`config.mk`:
```
export PLATFORM = sky130hd
export DESIGN_NAME = serial_rx_core
export DESIGN_NICKNAME = d
export VERILOG_FILES = /design/src/rtl/serial_rx_pkg.sv /design/src/rtl/rx_line_path.sv /design/src/rtl/rx_frame_fsm.sv /design/src/rtl/rx_status_regs.sv /design/src/rtl/serial_rx_core.sv
export SDC_FILE = /design/constraint.sdc
export NUM_CORES = 1
export LEC_CHECK = 0
export ABC_AREA = 1
export BUFFER_PORTS_ARGS = -buffer_cell sky130_fd_sc_hd__buf_4
export CORE_MARGIN = 2
export CORE_UTILIZATION = 52
export CTS_CLUSTER_SIZE = 16
export DETAILED_ROUTE_END_ITERATION = 12
export PLACE_DENSITY = 0.75
export SLEW_MARGIN = 25
export SYNTH_ARGS = -nofsm -noshare
export SYNTH_HDL_FRONTEND = slang
export SYNTH_SLANG_ARGS = --single-unit
```
`constraint.sdc`:
```
create_clock -name clk -period 1.45 [get_ports clk]
set_input_delay 0.0725 -clock clk [delete_from_list [all_inputs] [get_ports clk]]
set_output_delay 0.0725 -clock clk [all_outputs]
set_load 0.02 [all_outputs]
```
`src/rtl/serial_rx_pkg.sv`:
```
package serial_rx_pkg;

    localparam int unsigned RX_WORD_W = 8;

    typedef enum logic [2:0] {
        RX_IDLE,
        RX_START,
        RX_DATA,
        RX_PARITY,
        RX_STOP,
        RX_HOLD
    } rx_phase_e;

    typedef struct packed {
        logic [1:0] wlen;
        logic       par_en;
        logic       par_even;
        logic       par_fixed;
    } rx_cfg_t;

    typedef struct packed {
        logic [RX_WORD_W-1:0] word;
        logic                 par_bad;
        logic                 frame_bad;
    } rx_frame_t;

    function automatic logic [3:0] data_bits(input logic [1:0] code);
        return 4'd5 + {2'b00, code};
    endfunction

    // Expected parity bit; the word is already zero-filled above its length.
    function automatic logic parity_target(input rx_cfg_t c, input logic [RX_WORD_W-1:0] w);
        if (c.par_fixed) begin
            return ~c.par_even;
        end
        return c.par_even ? (^w) : ~(^w);
    endfunction

endpackage

```
`src/rtl/rx_line_path.sv`:
```
module rx_line_path #(
    parameter int unsigned SYNC_STAGES = 2
) (
    input  logic clk,
    input  logic rst,
    input  logic ser_in,
    input  logic tx_bit,
    input  logic loop_mode,
    output logic ser_out,
    output logic line_s
);

    logic                   sel_line;
    logic [SYNC_STAGES-1:0] sync_q;

    assign sel_line = loop_mode ? tx_bit : ser_in;
    assign ser_out  = loop_mode ? 1'b1 : tx_bit;

    generate
        if (SYNC_STAGES == 1) begin : g_one
            always_ff @(posedge clk) begin
                if (rst) sync_q <= '1;
                else     sync_q <= sel_line;
            end
        end else begin : g_chain
            always_ff @(posedge clk) begin
                if (rst) sync_q <= '1;
                else     sync_q <= {sync_q[SYNC_STAGES-2:0], sel_line};
            end
        end
    endgenerate

    assign line_s = sync_q[SYNC_STAGES-1];

endmodule

```
`src/rtl/rx_frame_fsm.sv`:
```
module rx_frame_fsm
    import serial_rx_pkg::*;
#(
    parameter int unsigned OSR = 16
) (
    input  logic      clk,
    input  logic      rst,
    input  logic      tick,
    input  logic      line_s,
    input  rx_cfg_t   cfg,
    output logic      word_done,
    output logic      brk_evt,
    output rx_frame_t frame
);

    localparam int unsigned CNT_W = $clog2(OSR);
    localparam logic [CNT_W-1:0] MID_CNT  = CNT_W'(OSR / 2 - 1);
    localparam logic [CNT_W-1:0] LAST_CNT = CNT_W'(OSR - 1);

    rx_phase_e            phase;
    logic [CNT_W-1:0]     cnt;
    logic [2:0]           idx;
    logic [RX_WORD_W-1:0] shreg;
    logic                 all_zero;
    logic                 par_bit;
    logic                 last_data;

    assign last_data = ({1'b0, idx} == (data_bits(cfg.wlen) - 4'd1));

    always_ff @(posedge clk) begin
        if (rst) begin
            phase     <= RX_IDLE;
            cnt       <= '0;
            idx       <= '0;
            shreg     <= '0;
            all_zero  <= 1'b0;
            par_bit   <= 1'b0;
            word_done <= 1'b0;
            brk_evt   <= 1'b0;
            frame     <= '0;
        end else begin
            word_done <= 1'b0;
            brk_evt   <= 1'b0;
            if (tick) begin
                unique case (phase)
                    RX_IDLE: begin
                        if (!line_s) begin
                            phase <= RX_START;
                            cnt   <= '0;
                        end
                    end
                    RX_START: begin
                        if (cnt == MID_CNT) begin
                            cnt <= '0;
                            if (line_s) begin
                                phase <= RX_IDLE;
                            end else begin
                                phase    <= RX_DATA;
                                idx      <= '0;
                                shreg    <= '0;
                                all_zero <= 1'b1;
                            end
                        end else begin
                            cnt <= cnt + 1'b1;
                        end
                    end
                    RX_DATA: begin
                        if (cnt == LAST_CNT) begin
                            cnt        <= '0;
                            shreg[idx] <= line_s;
                            all_zero   <= all_zero & ~line_s;
                            if (last_data) phase <= cfg.par_en ? RX_PARITY : RX_STOP;
                            else           idx   <= idx + 1'b1;
                        end else begin
                            cnt <= cnt + 1'b1;
                        end
                    end
                    RX_PARITY: begin
                        if (cnt == LAST_CNT) begin
                            cnt      <= '0;
                            par_bit  <= line_s;
                            all_zero <= all_zero & ~line_s;
                            phase    <= RX_STOP;
                        end else begin
                            cnt <= cnt + 1'b1;
                        end
                    end
                    RX_STOP: begin
                        if (cnt == LAST_CNT) begin
                            cnt <= '0;
                            if (all_zero && !line_s) begin
                                brk_evt <= 1'b1;
                                phase   <= RX_HOLD;
                            end else begin
                                word_done       <= 1'b1;
                                frame.word      <= shreg;
                                frame.frame_bad <= ~line_s;
                                frame.par_bad   <= cfg.par_en &&
                                                   (par_bit != parity_target(cfg, shreg));
                                phase           <= RX_IDLE;
                            end
                        end else begin
                            cnt <= cnt + 1'b1;
                        end
                    end
                    RX_HOLD: begin
                        if (line_s) phase <= RX_IDLE;
                    end
                    default: phase <= RX_IDLE;
                endcase
            end
        end
    end

    AST_GLITCH_IDLE: assert property (@(posedge clk) disable iff (rst)
        (phase == RX_IDLE && tick && line_s) |=> (phase == RX_IDLE));

    AST_EVT_EXCL: assert property (@(posedge clk) disable iff (rst)
        $onehot0({word_done, brk_evt}));

    AST_HOLD_LOW: assert property (@(posedge clk) disable iff (rst)
        (phase == RX_HOLD && !line_s) |=> (phase == RX_HOLD));

endmodule

```
`src/rtl/rx_status_regs.sv`:
```
module rx_status_regs
    import serial_rx_pkg::*;
(
    input  logic                 clk,
    input  logic                 rst,
    input  logic                 word_done,
    input  logic                 brk_evt,
    input  rx_frame_t            frame,
    input  logic                 read_data,
    input  logic                 read_status,
    output logic [RX_WORD_W-1:0] rx_word,
    output logic                 word_ready,
    output logic                 err_parity,
    output logic                 err_frame,
    output logic                 err_break,
    output logic                 err_overrun
);

    always_ff @(posedge clk) begin
        if (rst) begin
            rx_word     <= '0;
            word_ready  <= 1'b0;
            err_parity  <= 1'b0;
            err_frame   <= 1'b0;
            err_break   <= 1'b0;
            err_overrun <= 1'b0;
        end else begin
            if (read_data) word_ready <= 1'b0;
            if (read_status) begin
                err_parity  <= 1'b0;
                err_frame   <= 1'b0;
                err_break   <= 1'b0;
                err_overrun <= 1'b0;
            end
            if (word_done) begin
                if (word_ready && !read_data) begin
                    err_overrun <= 1'b1;
                end else begin
                    rx_word    <= frame.word;
                    word_ready <= 1'b1;
                end
                if (frame.par_bad)   err_parity <= 1'b1;
                if (frame.frame_bad) err_frame  <= 1'b1;
            end
            if (brk_evt) err_break <= 1'b1;
        end
    end

    AST_READ_CLEARS: assert property (@(posedge clk) disable iff (rst)
        (read_data && !word_done) |=> !word_ready);

    AST_OVR_KEEP: assert property (@(posedge clk) disable iff (rst)
        (word_done && word_ready && !read_data) |=> (err_overrun && $stable(rx_word)));

    AST_STATUS_CLEAR: assert property (@(posedge clk) disable iff (rst)
        (read_status && !word_done && !brk_evt) |=>
        !(err_parity || err_frame || err_break || err_overrun));

    AST_BRK_NO_WORD: assert property (@(posedge clk) disable iff (rst)
        brk_evt |=> $stable(rx_word));

endmodule

```
`src/rtl/serial_rx_core.sv`:
```
module serial_rx_core
    import serial_rx_pkg::*;
#(
    parameter int unsigned OSR         = 16,
    parameter int unsigned SYNC_STAGES = 2
) (
    input  logic                 clk,
    input  logic                 rst,
    input  logic                 sample_tick,
    input  logic                 ser_in,
    input  logic                 tx_bit,
    input  logic                 loop_mode,
    input  logic [1:0]           cfg_wlen,
    input  logic                 cfg_par_en,
    input  logic                 cfg_par_even,
    input  logic                 cfg_par_fixed,
    input  logic                 read_data,
    input  logic                 read_status,
    output logic                 ser_out,
    output logic [RX_WORD_W-1:0] rx_word,
    output logic                 word_ready,
    output logic                 err_parity,
    output logic                 err_frame,
    output logic                 err_break,
    output logic                 err_overrun
);

    rx_cfg_t   cfg;
    rx_frame_t frame;
    logic      line_s;
    logic      word_done;
    logic      brk_evt;

    assign cfg = '{wlen: cfg_wlen, par_en: cfg_par_en,
                   par_even: cfg_par_even, par_fixed: cfg_par_fixed};

    rx_line_path #(.SYNC_STAGES(SYNC_STAGES)) u_line (
        .clk       (clk),
        .rst       (rst),
        .ser_in    (ser_in),
        .tx_bit    (tx_bit),
        .loop_mode (loop_mode),
        .ser_out   (ser_out),
        .line_s    (line_s)
    );

    rx_frame_fsm #(.OSR(OSR)) u_fsm (
        .clk       (clk),
        .rst       (rst),
        .tick      (sample_tick),
        .line_s    (line_s),
        .cfg       (cfg),
        .word_done (word_done),
        .brk_evt   (brk_evt),
        .frame     (frame)
    );

    rx_status_regs u_stat (
        .clk         (clk),
        .rst         (rst),
        .word_done   (word_done),
        .brk_evt     (brk_evt),
        .frame       (frame),
        .read_data   (read_data),
        .read_status (read_status),
        .rx_word     (rx_word),
        .word_ready  (word_ready),
        .err_parity  (err_parity),
        .err_frame   (err_frame),
        .err_break   (err_break),
        .err_overrun (err_overrun)
    );

    AST_SER_MARK: assert property (@(posedge clk) disable iff (rst)
        loop_mode |-> ser_out);

endmodule

```
; Word level (Yosys, flattened, before mapping)
; Cells that the tools add are included.
[totals]
latch_bits = 0
memories = 0
rom_bits = 0
mem_bits_rw = 0
word_cells = 138
output_inout_bits = 14
regBits = 47
[classes]
div = 0
n_eq_ne = 19
bitwise_logic = 9
reduce_logical = 23
shift = 0
add_sub_neg = 4
n_mux = 63
n_lt_le_gt_ge = 2
multipliers = 0
[ops]
columns = op, count
row1 = two-way mux 3 bit, 13
row2 = two-way mux 1 bit, 36
row3 = two-way mux 8 bit, 3
row4 = case mux 3 bit (6 select lines), 1
row5 = case mux 8 bit (2 select lines), 1
row6 = two-way mux 4 bit, 3
row7 = != test 2 x 1 -> 1 bit (second input constant), 6
row8 = case mux 4 bit (3 select lines), 1
row9 = AND reduction 5 bit, 2
row10 = bitwise mux 8 bit, 1
row11 = != test 2 bit (second input constant), 4
row12 = inverter 1 bit, 8
row13 = AND reduction 8 bit, 1
row14 = XOR reduction 8 bit, 1
row15 = equality test 3 x 2 -> 1 bit (second input constant), 2
row16 = equality test 3 bit (second input constant), 2
row17 = case mux 3 bit (2 select lines), 1
row18 = AND reduction 3 bit, 2
row19 = AND reduction 6 bit, 1
row20 = nonzero test 2 bit, 3
row21 = adder 3 x 2 -> 4 bit (first input constant), 1
row22 = adder 4 x 1 -> 4 bit (second input constant), 1
row23 = equality test 3 x 4 -> 1 bit, 1
row24 = equality test 4 x 3 -> 1 bit (second input constant), 1
row25 = other kinds (20), 24

; Logic depth before layout (Yosys ltp)
; Gate-level depths: netlist of run 1.
[logic_depth]
word_depth = 15
depth_mapped = 11
ltp_nobuf = 11

; Hierarchy
; Synthesis of run 1 repeated with hierarchy kept, for this count alone.
[hier_totals]
hier_cells = 345
area_unflattened_um2 = 2369.8
[by_module_without_submodules]
columns = mod, n_inst, cells_each, area_per_inst_um2, seq_area_each_um2
row1 = rx_frame_fsm, 1, 263, 1759.2, 640.6
row2 = rx_status_regs, 1, 73, 538.0, 260.2
row3 = rx_line_path, 1, 9, 72.6, 40.0

; Worst setup path after synthesis of run 1
; OpenSTA, ideal clock, no wires.
[synth_timing]
path_type = register to register
from = reg u_fsm.cnt[0]
to = reg, netlist name u_fsm.frame[8]
path_slack_ps = -13
synth_period_minus_slack_ps = 1463
required_time_ps = 1370
t_arrival_ps = 1383
stages_incl_launch_ff = 9
path_cell_list = dfxtp_1 > ha_1 > nand2_1 > inv_1 > nand3_1 > nor3_4 > buf_6 > nor2_1 > a211oi_2
[synth_via]
elab_chain_len = 2
[synth_rtl]
columns = item, line
row1 = from (decl), rx_frame_fsm.sv:21  ; logic [CNT_W-1:0] cnt;
row2 = from (signal assigned), rx_frame_fsm.sv:64  ; cnt <= cnt + 1'b1;
row3 = from (signal assigned), rx_frame_fsm.sv:75  ; cnt <= cnt + 1'b1;
row4 = from (signal assigned), rx_frame_fsm.sv:85  ; cnt <= cnt + 1'b1;
row5 = equality test 4 bit, rx_frame_fsm.sv:89  ; if (cnt == LAST_CNT) begin
row6 = AND reduction 4 bit (no line), --
; Every way passes these cells.
; A chain may end at the register's enable or synchronous reset.

; Worst setup path after layout of run 1
[layout_timing]
from = reg u_line.sync_q[1]
to = reg, netlist name u_fsm.frame[4]
[layout_via]
elab_chain_len = 4
[layout_rtl]
columns = item, line
row1 = from (decl), rx_line_path.sv:14  ; logic [SYNC_STAGES-1:0] sync_q;
row2 = from (signal assigned), rx_line_path.sv:28  ; else sync_q <= {sync_q[SYNC_STAGES-2:0], sel_line};
row3 = logical NOT 1 bit, --
row4 = logical AND 1 bit, rx_frame_fsm.sv:91  ; if (all_zero && !line_s) begin
row5 = inverter 1 bit (no line), --
row6 = AND reduction 4 bit (no line), --
; Every way passes these cells.

==> impl_results.md, run 1 <==
- Clock transition at path regs: 0.09 ns
- Cells after synthesis: 330
- Post-layout util: 74.6%
- Die Height: 70.7 um
- Fillers: 318
- Mux contribution to synthesized area: 0%
- Syn Nets: 345
- Remaining Overflow, GRT: 0
- Placed instance area: 2720 um2
- Max Cap Viol: 0
- Mapped Area: 2310 um2
- Failing checks: setup timing
- Largest net degree at the start of global routing: 21
- Slack of the critical path: -0.186 ns
- CTS Buf Count: 5
- Worst vdd ir: 0.762 mV
- Buffers on Ports: 26
- Internal: 2.75 mW
- Peak fanout along the critical path: 9
- Net Sw Frac: 32.6%
- Crit path from: u_line.sync_q[1]$_SDFF_PP1_
- Die W: 70.7 um
- Clock sinks: 47
- DR DRC count: 0
- Vias: 2343
- Fraction of synthesized cell area in xor and xnor cells: 1.14%
- Clock skew: 0.00550 ns
- R2R Path Start: u_line.sync_q[1]$_SDFF_PP1_
- Critical Setup Path Class: register to register
- Post-route antenna net violation count: 0
- Clock buffer depth: 2
- First-pass GRT wire length: 8860 um
- Hold Path Class: input pin to register
- Core area: 4320 um2
- Sequential share of the synthesized area: 40.7%
- R2R setup slack: -0.19 ns
- Fin. max-slew vios: 0
- Arr. time, crit path: 1.85 ns
- Root buf cell: clkbuf_8
- RePlAce Congestion: 0.932
- ANT cells: 0
- Final critical-path share of the clock period: 113%
- Hold_ws: 0.0289 ns
- CTS tree: yes
- CTS HTree Levels: 2
- Final net count: 411
- Warnings from Yosys: 0
- Full die area: 5000 um2
- Slew @ Worst Pin: 0.448 ns
- WL per Instance: 12.5 um
- Clock power share: 28.0%
- Initial core utilization: 53.5%
- Fmax: 611 MHz
- RSZ-0062 raised after global routing: yes
- CP Launch Type: register
- Primary FF master, synth: dfxtp_1
- End of the critical path: u_fsm.frame[4]$_SDFFE_PP0P_
- Num ports: 27
- CP Data Required Time: 1.67 ns
- Tmin final: 1.64 ns
- Post-route cell area: 3230 um2
- Synth Area in Adders: 1.08%
- Avg Cell Area, Syn: 7.01 um2
- Asr flop ratio synth: 0%
- Vias in the first global route: 2047
- Setup violators final: 25
- Number of flops mapped to enable cells by yosys: 0
- Reg-to-reg endpoint: u_fsm.frame[4]$_SDFFE_PP0P_
- Compound-Gate Fraction of Synth Area: 16.3%
- Leakage: 1.36 nW
- Switch Pwr: 1.33 mW
- Simple-gate share of the synthesized area: 31.7%
- Worst-Skew Late Latency: 0.30 ns
- Via/cell ratio: 5.22
- DR pass1 iterations: 4
- Largest family of logic cells by synthesized area: simple AND/OR/NAND/NOR gates
- Share of post-route cells with drive strength above 1: 32.0%
- Post-synthesis register bit count: 47
- Multi-input logic area: 1290 um2
- DP HPWL: 3410 um
- Combinational fraction of design power: 37.2%
- Layout Area Growth over Synthesis: 39.5%
- FF+latch area: 947 um2
- Max_slew headroom: 70.1%
- Netlist cell types: 33
- Initial antenna violation count: 0
- Post-Layout Cell Count: 449
- Cell total after placement: 421
- Initial DRC count: 109
- GRT Total Usage: 21.8%
- FP Rows: 24
- Status: finished, violations left
- Sequential Power Share: 34.8%
- Reg2Reg Depth: 8
- Power per Cell Area: 1270 nW/um2
- Final WL: 5600 um
- CP endpoint kind: register
- Final hold vios: 0
-- sequential cells by signal, summed over array words and instances (netlist names), 2 cells and up --
register        cells
u_fsm.frame        10
u_fsm.shreg         8
u_stat.rx_word      8
u_fsm.cnt           4
u_fsm.idx           3
u_fsm.phase         3
u_line.sync_q       2
-- worst min path at each step --
stage | startpoint | end | slack (ns) | depth (start not counted)
floorplan | loop_mode | u_line.sync_q[0]$_SDFF_PP1_ | 0.17 | 1
global placement | loop_mode | u_line.sync_q[0]$_SDFF_PP1_ | 0.27 | 2
detailed placement | loop_mode | u_line.sync_q[0]$_SDFF_PP1_ | 0.29 | 2
CTS | read_data | u_stat.err_overrun$_SDFF_PP0_ | 0.03 | 4
global route | read_data | u_stat.word_ready$_SDFF_PP0_ | 0.06 | 4
finish | read_data | u_stat.err_overrun$_SDFF_PP0_ | 0.03 | 4
-- critical path, cell delays in order (launching register included) --
cell and delay, ns:
dfxtp_1 0.49, inv_2 0.15, nand2_1 0.17, inv_2 0.07, nor3_4 0.16, buf_6 0.15
buf_12 0.11, nor2_1 0.04, a211oi_1 0.21
-- routing by layer --
layer	track usage, %	up-vias	routed length, um
met5	0	-	0
met4	7.34	0	116
met3	4.56	14	270
met2	37.6	67	2720
met1	27.2	1049	2500
li1	-	1213	-
-- cell usage after synthesis (5+ instances only) --
cell	number	area share, %
nand2_1	74	12
dfxtp_1	47	41
nor2_1	41	6.7
inv_1	34	5.5
a21oi_1	24	5.2
o21ai_0	23	5.0
nand3_1	20	4.3
a211oi_1	9	2.9
nor3_1	8	1.7
clkbuf_1	5	0.81
-- cell families (layout without fill, tap and decap cells) --
kind of cell | count (synthesis) | count (layout)
and+or+nand+nor | 162 | 162
DFF | 47 | 47
buffers and inverters | 49 | 116
xor gates and xnor gates | 3 | 3
adders and majority gates | 2 | 2
AOI/OAI and AO/OA | 67 | 67
-- placed cells by master, fill, tap and decap left out, types with 2 or more instances in the layout --
cell type / netlist / routed
a211oi_1: 9 / 9
a21oi_1: 24 / 22
a21oi_2: 0 / 2
buf_12: 0 / 3
buf_16: 0 / 3
buf_4: 0 / 58
buf_6: 3 / 4
bufinv_16: 0 / 2
clkbuf_8: 0 / 5
dfxtp_1: 47 / 42
dfxtp_2: 0 / 5
dlygate4sd3_1: 0 / 2
inv_1: 34 / 31
inv_2: 4 / 7
nand2_1: 74 / 62
nand2_2: 3 / 13
nand2_4: 0 / 2
nand3_1: 20 / 17
nand3_2: 1 / 3
nand4_1: 3 / 3
nor2_1: 41 / 38
nor2_2: 4 / 2
nor2_4: 2 / 7
nor3_1: 8 / 8
nor3_4: 1 / 2
o211ai_1: 2 / 2
o21ai_0: 23 / 15
o21ai_1: 4 / 9
o21ai_2: 0 / 3
or2_2: 2 / 2
xor2_1: 3 / 3
-- layout make-up --
| class | count | area share [%] |
|---|---|---|
| repair buffers | 70 | 19.9 |
| clock buffers | 6 | 2.25 |
| inverters | 38 | 4.42 |
| multi-input cells | 234 | 40.1 |
| well taps | 52 | 2.02 |
| flip-flops and latches | 47 | 29.4 |
| clock inverters | 2 | 1.86 |
-- metrics by stage --
stage	worst slack [ns]	TNS [ns]	power, mW
2_1_floorplan	-0.00890	-0.0410	2.10
3_3_place_gp	-0.0743	-0.787	2.44
3_5_place_dp	-0.105	-1.36	2.47
4_1_cts	-0.0878	-1.10	3.86
5_1_grt	-0.261	-5.56	4.27
6_report	-0.186	-3.09	4.08
-- timing repair --
| item | in CTS | in global routing |
|---|---|---|
| buffers inserted | 11 | 4 |
| setup endpoints to repair | 23 | 31 |
| cloned | 3 | 0 |
| hold endpoints to repair | 1 | 0 |
| pin swaps | 9 | 12 |
| hold buffers | 2 | 0 |
| resized for setup | 25 | 29 |
-- power by group through the flow --
stage | combinational, mW | sequential, mW | clock [mW]
2_1_floorplan | 0.679 | 1.43 | 0
3_3_place_gp | 1.03 | 1.42 | 0
3_5_place_dp | 1.05 | 1.42 | 0
4_1_cts | 1.32 | 1.40 | 1.14
5_1_grt | 1.64 | 1.43 | 1.20
6_report | 1.52 | 1.42 | 1.15
Note: power is estimated with default switching activity, not from simulation.
==> run 2: changes to the inputs <==
--- a/config.mk
+++ b/config.mk
@@ -13,5 +13,5 @@
 export DETAILED_ROUTE_END_ITERATION = 12
 export PLACE_DENSITY = 0.75
-export SLEW_MARGIN = 25
+export SETUP_SLACK_MARGIN = 0.2
 export SYNTH_ARGS = -nofsm -noshare
 export SYNTH_HDL_FRONTEND = slang
==> constraint.sdc (replaced) <==
create_clock -name clk -period 1.45 [get_ports clk]
set_input_delay 0.145 -clock clk [delete_from_list [all_inputs] [get_ports clk]]
set_output_delay 0.145 -clock clk [all_outputs]
set_load 0.02 [all_outputs]
==> run 2 against run 1 <==
Against the previous run:
- the run still ends with setup timing left
- critical path type unchanged
- global-route usage increased by 0.37 points
- via count decreased by 0.51%
- flip-flop and latch count unchanged
- first-iteration DRC count increased by 26%
- cell count decreased by 3.3%
- highest routed layer unchanged
- maximum frequency increased by 6.0%
- register-to-register slack improved by 0.09 ns
==> impl_results.md, run 2 (synthesis results as in run 1) <==
- Die Height: 70.7 um
- Max incr delay on CP: 0.37 ns
- Vias in the first global route: 2098
- Critical Setup Path Class: register to register
- Hold Crit Depth: 2
- CTS HTree Levels: 2
- Net Sw Frac: 35.8%
- Final critical-path share of the clock period: 106%
- Clock sinks: 47
- Arr. time, crit path: 1.74 ns
- Initial core utilization: 53.5%
- CP endpoint kind: register
- Status: finished, violations left
- Core area: 4320 um2
- Largest net degree at the start of global routing: 25
- R2R setup slack: -0.09 ns
- Most frequent CP cell: nand2_4
- Hold Crit Endpoint: u_line.sync_q[0]$_SDFF_PP1_
- CTS tree: yes
- Max FFs per register: 10
- Root buf cell: clkbuf_8
- Reg2Reg Depth: 11
- Initial antenna violation count: 0
- CTS Buf Count: 5
- Failing checks: setup timing
- Critical path buffers and inverters: 2
- Max Cap Viol: 0
- Final net count: 396
- Num ports: 27
- Cell family with most CP delay: simple AND/OR/NAND/NOR gates
- Tmin final: 1.54 ns
- Hold Path Class: input pin to register
- DR DRC count: 0
- Register with the most flip-flops: u_fsm.frame
- Crit-path cells: ha_4 > nand2_4 > inv_6 > nand2_4 > nand2_4 > nand3_4 > nor2_4 > buf_12 > nand2_4 > o21ai_2 > nor2_1
- Clock transition at path regs: 0.09 ns
- Fmax: 648 MHz
- Most common cell after layout, fill and taps aside: nand2_1
- Clock buffer depth: 2
- Remaining Overflow, GRT: 0
- Worst-Skew Late Latency: 0.30 ns
- Clock skew: 0.00739 ns
- GRT Total Usage: 22.2%
- Clock power share: 25.1%
- Combinational fraction of design power: 37.4%
- Cell total after placement: 413
- First-pass GRT wire length: 9020 um
- RSZ-0062 raised after global routing: yes
- R2R Path Start: u_fsm.cnt[1]$_SDFFE_PP0P_
- Power per Cell Area: 1200 nW/um2
- Full die area: 5000 um2
- Post-Layout Cell Count: 434
- DP HPWL: 3670 um
- DR pass1 iterations: 5
- Post-route antenna net violation count: 0
- Setup tns final: -1.30 ns
- Vias: 2331
- Max_slew headroom: 65.6%
- Final hold vios: 0
- Crit-path slowest cell: dfxtp_2
- Setup violators final: 24
- CP Data Required Time: 1.65 ns
- Internal: 2.47 mW
- Worst vdd ir: 0.902 mV
- Peak fanout along the critical path: 20
- Die W: 70.7 um
- Reg-to-reg endpoint: u_fsm.idx[0]$_SDFFE_PP0P_
- Hold buffers post-CTS: 0
- ANT cells: 0
- Fin. max-slew vios: 0
- Layout Area Growth over Synthesis: 38.2%
- Pre-CTS setup slack: -0.0459 ns
- Switch Pwr: 1.38 mW
- WL per Instance: 13.6 um
- Slack of the critical path: -0.0935 ns
- FP Rows: 24
- Initial DRC count: 137
- Hold wc startpoint: loop_mode
- Biggest regs: u_fsm.frame: 10 flops, u_fsm.shreg: 8 flops, u_stat.rx_word: 8 flops
- Via/cell ratio: 5.37
- Share of post-route cells with drive strength above 1: 36.6%
- Highest-count cells in the layout ignoring fill and taps: 62 x nand2_1, 48 x buf_4, 39 x dfxtp_1
- Buffers on Ports: 26
- Final WL: 5920 um
- Sequential Power Share: 37.5%
- CP Launch Type: register
- Final Power: 3.84 mW
- RePlAce Congestion: 0.866
- Leakage: 1.34 nW
- Slew @ Worst Pin: 0.516 ns
## run 2: routing by layer
layer  global-route usage (%)  routed length [um]  share of wire (%)  vias up
met2                     38.1                3030                 51       65
met4                     8.18                 102                1.7        0
met1                     27.3                2450                 41     1073
met3                     4.84                 338                5.7        9
li1                         -                   -                  -     1184
met5                        0                   0                  0        -
## run 2: stage by stage
stage               hold WS (ns)  instance area, um2  util, %
CTS                       0.0432                3030     70.1
global placement           0.358                2700     62.4
detailed placement         0.363                2700     62.4
global route              0.0566                3200     73.9
floorplan                  0.245                2360        -
finish                    0.0430                3200     73.9
## run 2: final cells by class
cell class,instances,area [um2]
well taps,52,65.1
clock inverters,3,43.8
clock buffers,5,68.8
fillers,329,1130
flip-flops and latches,47,953
inverters,38,150
repair buffers,55,470
multi-input cells,234,1440
## run 2: how the worst max path moves through the flow
stage,start,to,depth (start not counted)
2_1_floorplan,u_fsm.cnt[1]$_SDFFE_PP0P_,u_fsm.frame[8]$_SDFFE_PP0P_,8
3_3_place_gp,u_fsm.cnt[1]$_SDFFE_PP0P_,u_fsm.idx[2]$_SDFFE_PP0P_,10
3_5_place_dp,u_fsm.cnt[1]$_SDFFE_PP0P_,u_fsm.idx[0]$_SDFFE_PP0P_,11
4_1_cts,u_fsm.cnt[1]$_SDFFE_PP0P_,u_fsm.idx[0]$_SDFFE_PP0P_,11
5_1_grt,u_fsm.phase[1]$_SDFFE_PP0P_,u_fsm.shreg[3]$_SDFFE_PP0P_,11
6_report,u_fsm.cnt[1]$_SDFFE_PP0P_,u_fsm.idx[0]$_SDFFE_PP0P_,11
## run 2: power groups by stage
stage	combinational [mW]	sequential (mW)	clock, mW
5_1_grt	1.54	1.44	1.03
4_1_cts	1.24	1.42	0.975
3_5_place_dp	1.02	1.43	0
3_3_place_gp	0.991	1.43	0
2_1_floorplan	0.720	1.44	0
6_report	1.44	1.44	0.965
## run 2: worst register-to-register path, cell delays in order, from the launching register on
cell and delay (ns):
dfxtp_2 0.37, ha_4 0.16, nand2_4 0.07, inv_6 0.09, nand2_4 0.05, nand2_4 0.09, nand3_4 0.09, nor2_4 0.13
buf_12 0.15, nand2_4 0.06, o21ai_2 0.12, nor2_1 0.05
## run 2: timing repair
item                                    in CTS  in global routing
endpoints found under the setup margin      29                 32
setup buffers                                5                  7
resized for setup                           56                 26
gates cloned                                 0                  1
pin swaps                                   11                  8
==> run 3: changes to the inputs <==
- CORE_MARGIN: 2 -> 3
==> run 3 against run 2 <==
Against the previous run:
- the flow still finishes with violations (setup timing)
- combinational power grew 5%
- clock-buffer cell count grew 2
- first-iteration DRC count shrank 37%
- global-route usage shrank 1.2 points
- clock power shrank 8.5%
- cell count grew 0.46%
- register-to-register slack is essentially flat
- power shrank 0.40%
==> impl_results.md, run 3 (synthesis results as in run 1) <==
- RSZ-0062 raised after global routing: yes
- First-pass GRT wire length: 8940 um
- Initial antenna violation count: 0
- Peak fanout along the critical path: 10
- Clock sinks: 47
- Power per Cell Area: 1230 nW/um2
- R2R Path Start: u_fsm.cnt[1]$_SDFFE_PP0P_
- CTS tree: yes
- Max Cap Viol: 0
- Clock buffer depth: 2
- Max_slew headroom: 71.6%
- Worst-Skew Late Latency: 0.30 ns
- Initial core utilization: 55.8%
- ANT cells: 0
- R2R setup slack: -0.10 ns
- Full die area: 5280 um2
- FP Rows: 23
- End of the critical path: u_fsm.shreg[4]$_SDFFE_PP0P_
- Fin. max-slew vios: 0
- Leakage: 1.30 nW
- RePlAce Congestion: 0.911
- CP Data Required Time: 1.64 ns
- Buffers on Ports: 26
- Slack of the critical path: -0.103 ns
- Core area: 4140 um2
- Clock transition at path regs: 0.09 ns
- Root buf cell: clkbuf_8
- Final net count: 400
- GRT Total Usage: 21.0%
- DR DRC count: 0
- DR pass1 iterations: 4
- Hold Path Class: input pin to register
- Post-route antenna net violation count: 0
- Most common cell after layout, fill and taps aside: nand2_1
- CTS HTree Levels: 2
- Die Height: 72.7 um
- Fillers: 320
- Num ports: 27
- CTS Buf Count: 5
- Fmax: 644 MHz
- Remaining Overflow, GRT: 0
- CP endpoint kind: register
- Final WL: 5780 um
- Critical Setup Path Class: register to register
- Slew @ Worst Pin: 0.426 ns
- CP Launch Type: register
- Initial DRC count: 86
- Setup violators final: 27
- Arr. time, crit path: 1.74 ns
- Failing checks: setup timing
- Share of post-route cells with drive strength above 1: 33.7%
- Via/cell ratio: 5.33
- Hold buffers post-CTS: 0
- DP HPWL: 3550 um
- Register with the most flip-flops: u_fsm.frame
- Highest-count cells in the layout ignoring fill and taps: 62 x nand2_1, 52 x buf_4, 40 x dfxtp_1
- Tmin final: 1.55 ns
- Max FFs per register: 10
- WL per Instance: 13.3 um
- Pre-CTS setup slack: -0.0574 ns
- Layout Area Growth over Synthesis: 35.0%
- Final critical-path share of the clock period: 107%
- Worst vdd ir: 0.995 mV
- Biggest regs: u_fsm.frame: 10 flops, u_fsm.shreg: 8 flops, u_stat.rx_word: 8 flops
- Reg2Reg Depth: 11
- Largest net degree at the start of global routing: 23
- Status: finished, violations left
- Vias: 2326
- Vias in the first global route: 2130
- Setup tns final: -1.41 ns
- Crit path from: u_fsm.cnt[1]$_SDFFE_PP0P_
- Final hold vios: 0
- Clock skew: 0.00797 ns
- Reg-to-reg endpoint: u_fsm.shreg[4]$_SDFFE_PP0P_
- Die W: 72.7 um
-- run 3: cell types whose count changed in the layout (fill, tap and decap cells not counted), sizes merged --
cell,before,now
buf,54,58
bufinv,1,0
clkbuf,6,8
clkinv,2,0
clkinvlp,0,1
-- run 3: worst min-delay path by stage --
stage          startpoint                           to  slack (ns)  depth (start not counted)
6_report        loop_mode  u_line.sync_q[0]$_SDFF_PP1_        0.05                          2
5_1_grt         loop_mode  u_line.sync_q[0]$_SDFF_PP1_        0.07                          2
4_1_cts         loop_mode  u_line.sync_q[0]$_SDFF_PP1_        0.05                          2
3_5_place_dp    loop_mode  u_line.sync_q[0]$_SDFF_PP1_        0.38                          2
3_3_place_gp    loop_mode  u_line.sync_q[0]$_SDFF_PP1_        0.35                          2
2_1_floorplan   loop_mode  u_line.sync_q[0]$_SDFF_PP1_        0.25                          1
-- run 3: repair_timing --
item | in CTS | in global routing
gates resized for setup | 20 | 31
pin swaps | 9 | 11
setup endpoints to repair | 29 | 32
cloned | 1 | 1
buffers inserted | 7 | 6
-- run 3: critical path, cell delays in order, from the launching register on --
cell and delay (ns):
dfxtp_2 0.36, ha_4 0.14, nand2_2 0.06, inv_2 0.09, nand2_2 0.09, nand2_2 0.09, o21ai_2 0.06, nor2_4 0.17
buf_12 0.15, o21ai_1 0.07, nand2_1 0.10, a21oi_2 0.05
-- run 3: metrics by stage --
step | hold slack, ns | cell area [um2] | std cells | utilization, % | power (mW)
2_1_floorplan | 0.245 | 2360 | 330 | - | 2.16
3_3_place_gp | 0.350 | 2710 | 413 | 65.4 | 2.43
3_5_place_dp | 0.376 | 2710 | 413 | 65.4 | 2.45
4_1_cts | 0.0547 | 2950 | 429 | 71.1 | 3.45
5_1_grt | 0.0711 | 3120 | 436 | 75.3 | 4.02
6_report | 0.0528 | 3120 | 436 | 75.3 | 3.83
-- run 3: final cells by class --
| type | count | area, um2 | area share, % |
|---|---|---|---|
| clock buffers | 7 | 96.3 | 3.09 |
| inverters | 38 | 145 | 4.65 |
| well taps | 50 | 62.6 | 2.00 |
| clock inverters | 1 | 7.51 | 0.241 |
| flip-flops and latches | 47 | 957 | 30.7 |
| repair buffers | 59 | 517 | 16.6 |
| multi-input cells | 234 | 1340 | 42.8 |
-- run 3: power by group --
group / switching, mW / total [mW] / leakage, nW / internal, mW
Clock: 0.449 / 0.883 / 0.0505 / 0.434
Sequential: 0.0759 / 1.44 / 0.383 / 1.36
Combinational: 0.839 / 1.51 / 0.864 / 0.670
-- run 3: metal layers --
metal  global-route usage (%)  wire, um  vias to the layer above
met5                        0         0                        -
met4                     7.99       135                        0
met3                     3.44       257                       15
met2                     37.7      2920                       65
met1                     24.9      2470                     1060
li1                         -         -                     1186
